<file path="src/rtl/hbc_pkg.sv">
package hbc_pkg;

    // Driven state of one half-bridge
    typedef enum logic [1:0] {
        HB_OFF  = 2'd0,
        HB_HIGH = 2'd1,
        HB_LOW  = 2'd2
    } hb_state_e;

    // Bundle of asynchronous control and event inputs
    typedef struct packed {
        logic pol_a;
        logic pol_b;
        logic dis_hi;
        logic dis_lo_n;
        logic en;
        logic uv;
        logic ot;
        logic ot_cool;
        logic sc;
        logic ilim;
    } ctl_in_t;

    localparam int CTL_W = $bits(ctl_in_t);

    // Safe levels held by the synchronizer during reset
    localparam ctl_in_t CTL_IDLE = '{
        pol_a:    1'b0,
        pol_b:    1'b0,
        dis_hi:   1'b1,
        dis_lo_n: 1'b0,
        en:       1'b0,
        uv:       1'b0,
        ot:       1'b0,
        ot_cool:  1'b0,
        sc:       1'b0,
        ilim:     1'b0
    };

    // Requested state of a half-bridge
    function automatic hb_state_e hb_target(input logic off, input logic pol);
        if (off)
            return HB_OFF;
        else if (pol)
            return HB_HIGH;
        else
            return HB_LOW;
    endfunction

endpackage

</file>
<file path="src/rtl/hbc_sync.sv">
module hbc_sync #(
    parameter int          W       = 1,
    parameter int          STAGES  = 2,
    parameter logic [W-1:0] RST_VAL = '0
) (
    input  logic         clk,
    input  logic         rst,
    input  logic [W-1:0] d_i,
    output logic [W-1:0] q_o
);

    logic [W-1:0] stg [STAGES];

    always_ff @(posedge clk) begin
        if (rst)
            stg[0] <= RST_VAL;
        else
            stg[0] <= d_i;
    end

    for (genvar s = 1; s < STAGES; s++) begin : g_stage
        always_ff @(posedge clk) begin
            if (rst)
                stg[s] <= RST_VAL;
            else
                stg[s] <= stg[s-1];
        end
    end

    assign q_o = stg[STAGES-1];

endmodule

</file>
<file path="src/rtl/hbc_fault.sv">
module hbc_fault (
    input  logic clk,
    input  logic rst,
    input  logic dis_hi_s,
    input  logic dis_lo_n_s,
    input  logic ot_s,
    input  logic ot_cool_s,
    input  logic sc_s,
    output logic sc_latch_o,
    output logic ot_latch_o,
    output logic clear_evt_o
);

    logic dis_hi_q;
    logic dis_lo_n_q;

    // Previous synchronized disable levels for edge detection
    always_ff @(posedge clk) begin
        if (rst) begin
            dis_hi_q   <= 1'b1;
            dis_lo_n_q <= 1'b0;
        end else begin
            dis_hi_q   <= dis_hi_s;
            dis_lo_n_q <= dis_lo_n_s;
        end
    end

    // Clearing edge: high-active disable released or low-active disable released
    assign clear_evt_o = (dis_hi_q & ~dis_hi_s) | (~dis_lo_n_q & dis_lo_n_s);

    // Short-circuit latch: set dominates clear
    always_ff @(posedge clk) begin
        if (rst)
            sc_latch_o <= 1'b0;
        else if (sc_s)
            sc_latch_o <= 1'b1;
        else if (clear_evt_o)
            sc_latch_o <= 1'b0;
    end

    // Overtemperature latch: clear also needs the cool-down indication
    always_ff @(posedge clk) begin
        if (rst)
            ot_latch_o <= 1'b0;
        else if (ot_s)
            ot_latch_o <= 1'b1;
        else if (clear_evt_o && ot_cool_s)
            ot_latch_o <= 1'b0;
    end

endmodule

</file>
<file path="src/rtl/hbc_deadtime.sv">
module hbc_deadtime
    import hbc_pkg::*;
#(
    parameter int DEAD_CYC = 8
) (
    input  logic      clk,
    input  logic      rst,
    input  hb_state_e tgt_i,
    output logic      hi_o,
    output logic      lo_o
);

    localparam int            CW      = (DEAD_CYC < 1) ? 1 : $clog2(DEAD_CYC + 1);
    localparam logic [CW-1:0] DEAD_LD = CW'(DEAD_CYC);

    hb_state_e     cur;
    logic [CW-1:0] cnt;

    // Turn-off is immediate; turn-on waits for the dead-time counter
    always_ff @(posedge clk) begin
        if (rst) begin
            cur <= HB_OFF;
            cnt <= '0;
        end else if (tgt_i != cur) begin
            if (cur != HB_OFF) begin
                cur <= HB_OFF;
                cnt <= DEAD_LD;
            end else if (cnt == '0) begin
                cur <= tgt_i;
            end else begin
                cnt <= cnt - 1'b1;
            end
        end else if (cnt != '0) begin
            cnt <= cnt - 1'b1;
        end
    end

    assign hi_o = (cur == HB_HIGH);
    assign lo_o = (cur == HB_LOW);

endmodule

</file>
<file path="src/rtl/hbridge_ctrl.sv">
module hbridge_ctrl
    import hbc_pkg::*;
#(
    parameter int DEAD_CYC    = 8,
    parameter int SYNC_STAGES = 2
) (
    input  logic       clk,
    input  logic       rst,
    input  logic       pol_a_i,
    input  logic       pol_b_i,
    input  logic       dis_hi_i,
    input  logic       dis_lo_n_i,
    input  logic       enable_i,
    input  logic       uv_i,
    input  logic       ot_i,
    input  logic       ot_cool_i,
    input  logic       sc_i,
    input  logic       ilim_off_i,
    output logic [1:0] gate_hi_o,
    output logic [1:0] gate_lo_o,
    output logic       fault_n_o,
    output logic       sleep_o
);

    localparam int NHALF = 2;

    ctl_in_t           raw;
    ctl_in_t           syn;
    logic              sc_latch;
    logic              ot_latch;
    logic              clear_evt;
    logic              bridge_off;
    logic [NHALF-1:0]  pol;

    assign raw = '{
        pol_a:    pol_a_i,
        pol_b:    pol_b_i,
        dis_hi:   dis_hi_i,
        dis_lo_n: dis_lo_n_i,
        en:       enable_i,
        uv:       uv_i,
        ot:       ot_i,
        ot_cool:  ot_cool_i,
        sc:       sc_i,
        ilim:     ilim_off_i
    };

    hbc_sync #(
        .W       (CTL_W),
        .STAGES  (SYNC_STAGES),
        .RST_VAL (CTL_IDLE)
    ) u_sync (
        .clk (clk),
        .rst (rst),
        .d_i (raw),
        .q_o (syn)
    );

    hbc_fault u_fault (
        .clk         (clk),
        .rst         (rst),
        .dis_hi_s    (syn.dis_hi),
        .dis_lo_n_s  (syn.dis_lo_n),
        .ot_s        (syn.ot),
        .ot_cool_s   (syn.ot_cool),
        .sc_s        (syn.sc),
        .sc_latch_o  (sc_latch),
        .ot_latch_o  (ot_latch),
        .clear_evt_o (clear_evt)
    );

    assign bridge_off = ~syn.en | syn.dis_hi | ~syn.dis_lo_n | syn.uv
                      | sc_latch | ot_latch | syn.ilim;

    assign pol = {syn.pol_b, syn.pol_a};

    for (genvar g = 0; g < NHALF; g++) begin : g_half
        hb_state_e tgt;
        assign tgt = hb_target(bridge_off, pol[g]);

        hbc_deadtime #(
            .DEAD_CYC (DEAD_CYC)
        ) u_dt (
            .clk   (clk),
            .rst   (rst),
            .tgt_i (tgt),
            .hi_o  (gate_hi_o[g]),
            .lo_o  (gate_lo_o[g])
        );
    end

    assign fault_n_o = ~(syn.uv | sc_latch | ot_latch);
    assign sleep_o   = ~syn.en;

endmodule

</file>
<file path="config.mk">
export PLATFORM = sky130hd
export DESIGN_NAME = hbridge_ctrl
export DESIGN_NICKNAME = d
export VERILOG_FILES = /design/src/rtl/hbc_pkg.sv /design/src/rtl/hbc_sync.sv /design/src/rtl/hbc_fault.sv /design/src/rtl/hbc_deadtime.sv /design/src/rtl/hbridge_ctrl.sv
export SDC_FILE = /design/constraint.sdc
export NUM_CORES = 1
export LEC_CHECK = 0
export BUFFER_PORTS_ARGS = -buffer_cell sky130_fd_sc_hd__buf_2
export CORE_MARGIN = 3
export CORE_UTILIZATION = 59
export CTS_CLUSTER_SIZE = 25
export DETAILED_ROUTE_END_ITERATION = 16
export PLACE_DENSITY = 0.81
export SYNTH_ARGS = -nofsm -noshare
export SYNTH_HDL_FRONTEND = slang
export SYNTH_SLANG_ARGS = --single-unit
</file>
<file path="constraint.sdc">
create_clock -name clk -period 1.9 [get_ports clk]
set_input_delay 0.38 -clock clk [delete_from_list [all_inputs] [get_ports clk]]
set_output_delay 0.38 -clock clk [all_outputs]
set_load 0.1 [all_outputs]
</file>
==> results summary <==
The run finished with clean final reports. 0 antenna diodes ended up in the layout. The count of final max-slew check failures was 0. The CTS buffer count came out at 5.

The register cell area after layout came out at 721 um^2. The startpoint of the worst hold path is dis_hi_i. The multiplexer share of the synthesized area came out at 1.50%.

The number of setup violations in the final report is 0. The share of flip-flops with an asynchronous set or reset came out at 0%. The die area came out at 0.00288 mm^2. The sequential element share of the synthesized area is 53.8%. The cell count after synthesis is 134. The mean area per synthesized cell is 9.99 um^2.

Max-cap violations in this run came to 0. The die outline height is 53.6 um. The slowest library cell on the worst path is sky130_fd_sc_hd__buf_2. The critical path goes through nor3_4 > buf_2. The number of ports placed on the die boundary came out at 18. The core outline area came out at 0.00206 mm^2.

The number of port buffers is 17. The number of violations reported at the end of detailed-routing iteration 0 came out at 3. The unique cell type count in the Yosys netlist is 24. Yosys instantiated no cell more often than sky130_fd_sc_hd__dfxtp_1. The detailed-route vias per instance is 4.85. The worst setup path is of the flop to output port kind. In this run the static leakage power is 0.613 nW. In this run the worst path has a maximum fanout of 4. The number of synthesized flops with an enable pin is 0. The largest buffer count on any clock path came out at 2. The sum of negative setup slack came out at 0 ns. The setup check on the worst reg-to-reg path leaves a slack of 0.56 ns. The minimum clock period came out at 1.79 ns.

The fraction of the core area covered by cells at the end of the flow came out at 71.5%. The net count after synthesis is 148. The number of H-tree branching levels is 2. Across every metal layer, demand over resource in global routing totals 15.5%. The total half-perimeter wirelength after legalization and detailed placement came out at 1.35 mm. The synthesized-area fraction occupied by adder cells is 1.87%. STA classifies the critical path startpoint as a flop. In the final routed layout, each cell accounts on average for 10.0 um.

TritonCTS built the clock tree. The number of filler instances in the final layout came out at 170. The via count of the first global-routing pass came out at 788.

The compound-gate portion of the synthesized area is 8.22%. Entering global routing, the biggest net connects 30 pins. Tracing the worst setup path back leads to its startpoint at u_fault.sc_latch_o$_SDFFE_PP0P_.

The area of the multi-input gates came out at 549 um^2. The maximum resistive drop on vdd is 0.832 mV. After Yosys synthesis, XOR and XNOR cells account for 1.31% of the synthesized area. The simple-gate share of the synthesized area is 28.1%. The weighted congestion at the end of routability-driven global placement came out at 0.643. The largest single stage delay on the critical path is 0.47 ns. The global route total overflow is 0. In the synthesized netlist the dominant register cell turns out to be sky130_fd_sc_hd__dfxtp_1.

The global-route wire length before repair is 3.12 mm. The floorplan die width is 53.6 um. Compared with the post-synthesis result, the final layout area differs by 10.1%. The post-route clock period utilization is 94.1%. The Yosys warning count came out at 0. The top-area cell type share of the netlist area is 53.8%. The worst reg2reg path startpoint is g_half[1].u_dt.cnt[0]$_SDFFE_PP0P_.

The number of synthesized register bits is 36. The total of hold buffers inserted after clock tree synthesis is 0. The routed via count is 869. In the post-synthesis netlist, the biggest area contributors are sky130_fd_sc_hd__dfxtp_1 54%, sky130_fd_sc_hd__nor2b_1 13%, sky130_fd_sc_hd__and2_1 2.8%, sky130_fd_sc_hd__o21ai_0 2.6%, sky130_fd_sc_hd__or2_2 2.3%. The min-delay analysis places its worst path in the category input port to flop. The maximum clock skew at final layout is 0.00594 ns.

The endpoint type of the worst setup path is an output port. By count the netlist is led by 36 x sky130_fd_sc_hd__dfxtp_1, 28 x sky130_fd_sc_hd__nor2b_1, 7 x sky130_fd_sc_hd__inv_1, 7 x sky130_fd_sc_hd__nor2_1, 7 x sky130_fd_sc_hd__o21ai_0. The tree is rooted in a sky130_fd_sc_hd__clkbuf_4.

The number of antenna violations at the first check in global routing is 0. In the final layout, the share of cells above drive strength 1 is 23.0%. The number of sinks handled by clock tree synthesis is 36. The max-slew headroom at the worst pin is 67.7%. For the pin with the worst max-slew slack, the measured transition is 0.484 ns. The number of placed cells counting well taps came out at 171. The clock network latency to the later pin of the worst-skew pair came out at 0.32 ns.

By area, the combinational part of the netlist is dominated by simple AND/OR/NAND/NOR gates. For the worst setup path, the data required time is 1.52 ns. After floorplanning, the core was divided into 16 placement rows. Static timing analysis puts the maximum clock frequency at 0.559 GHz. The number of setup buffers added after CTS came out at 0.

The count of antenna-violating nets left after detailed routing is 0. The cell taking the most area after synthesis is sky130_fd_sc_hd__dfxtp_1. The final routed DRC violation total is 0. The total detailed-routing wirelength is 1.80 mm. For this run, the number of standard cells in the final layout without fillers is 179. The number of gates resized after CTS was 0. The power per cell area is 1170 mW/mm^2. Setup repair after global routing left no endpoint under its margin. The post-synthesis instance area is 0.00134 mm^2. The arrival time at the worst endpoint is 1.41 ns.

After clock tree synthesis, the clock-pin slew on the worst setup and hold paths is 0.10 ns. The total number of nets in the final design is 165. The first-pass iteration count of the detailed router is 4. The total count of hold-check failures in the final report came out at 0. The effective utilization at floorplan is 64.9%.
[area by class of cell]
cell class                 count  share of cell area, %
sequential                    36                   48.9
clock buffer                   8                   3.99
timing repair buffer          17                   5.77
tap                           27                   2.29
multi-input combinational     84                   37.3
inverter                       7                   1.78
[metal layers]
layer  track usage, %  vias to the layer above  share of wire (%)
met3             4.99                        5                5.9
li1                 -                      462                  -
met2             26.5                       19                 46
met4             10.2                        0                2.0
met1             16.0                      383                 46
met5                0                        -                  0
[layout by cell type (no fill, tap or decap)]
master,netlist,routed
sky130_fd_sc_hd__dfxtp_1,36,36
sky130_fd_sc_hd__nor2b_1,28,28
sky130_fd_sc_hd__buf_2,1,17
sky130_fd_sc_hd__inv_1,7,7
sky130_fd_sc_hd__nor2_1,7,7
sky130_fd_sc_hd__o21ai_0,7,7
sky130_fd_sc_hd__nand2_1,6,6
sky130_fd_sc_hd__and2_1,6,6
sky130_fd_sc_hd__a21oi_1,5,5
sky130_fd_sc_hd__or2_2,5,5
sky130_fd_sc_hd__clkbuf_4,0,5
sky130_fd_sc_hd__or3_1,2,2
sky130_fd_sc_hd__nor3_1,2,2
sky130_fd_sc_hd__o211ai_2,2,2
sky130_fd_sc_hd__nor3b_2,2,2
sky130_fd_sc_hd__a21oi_2,2,2
sky130_fd_sc_hd__xnor2_1,2,2
sky130_fd_sc_hd__mux2i_1,2,2
sky130_fd_sc_hd__ha_1,2,2
sky130_fd_sc_hd__clkbuf_1,2,2
sky130_fd_sc_hd__nor3_4,1,1
sky130_fd_sc_hd__and4bb_1,1,1
sky130_fd_sc_hd__nand3b_1,1,1
sky130_fd_sc_hd__o31ai_1,1,1
sky130_fd_sc_hd__clkbuf_8,0,1
[kinds of logic after synthesis]
family | count (synthesis)
xor gates and xnor gates | 2
muxes | 2
buffers and inverters | 14
and+or+nand+nor | 61
DFF | 36
AOI/OAI and AO/OA | 17
adders and majority gates | 2
[worst paths after layout]
kind / endpoint / cells after the start
worst max-delay path: fault_n_o / 2
worst min-delay path: u_sync.stg[0][7]$_SDFF_PP1_ / 2
worst max register to register: g_half[1].u_dt.cnt[1]$_SDFFE_PP0P_ / 5
worst min register to register: u_sync.stg[1][7]$_SDFF_PP1_ / 1
[state kept, by name (all words and copies together) (netlist names)]
| signal | count |
|---|---|
| g_half.u_dt.cur | 4 |
| u_fault.ot_latch_o | 1 |
| u_fault.dis_lo_n_q | 1 |
| u_fault.dis_hi_q | 1 |
| u_fault.sc_latch_o | 1 |
| g_half.u_dt.cnt | 8 |
| u_sync.stg | 20 |
[where the power goes]
part / internal (W) / switching [W]
Clock: 0.000183 / 0.000223
Sequential: 0.000838 / 0.0000598
Combinational: 0.000203 / 0.000218
Total: 0.00122 / 0.000501
[metrics by stage]
step	hold slack [ns]	total power, W	setup WS (ns)	cell area [um^2]
after floorplan	0.389	0.00125	0.107	1340
after global placement	0.394	0.00130	0.484	1420
after detailed placement	0.401	0.00134	0.469	1420
after CTS	0.224	0.00174	0.0988	1470
after global routing	0.225	0.00185	0.0484	1470
final	0.235	0.00172	0.112	1470
[worst max-delay path: cells and delay by family, from the launching register on]
kind	cells	cell delay [ns]
buf+inv	1	0.47
flops	1	0.35
simple gates	1	0.26
Power figures use the tool's default switching activity.
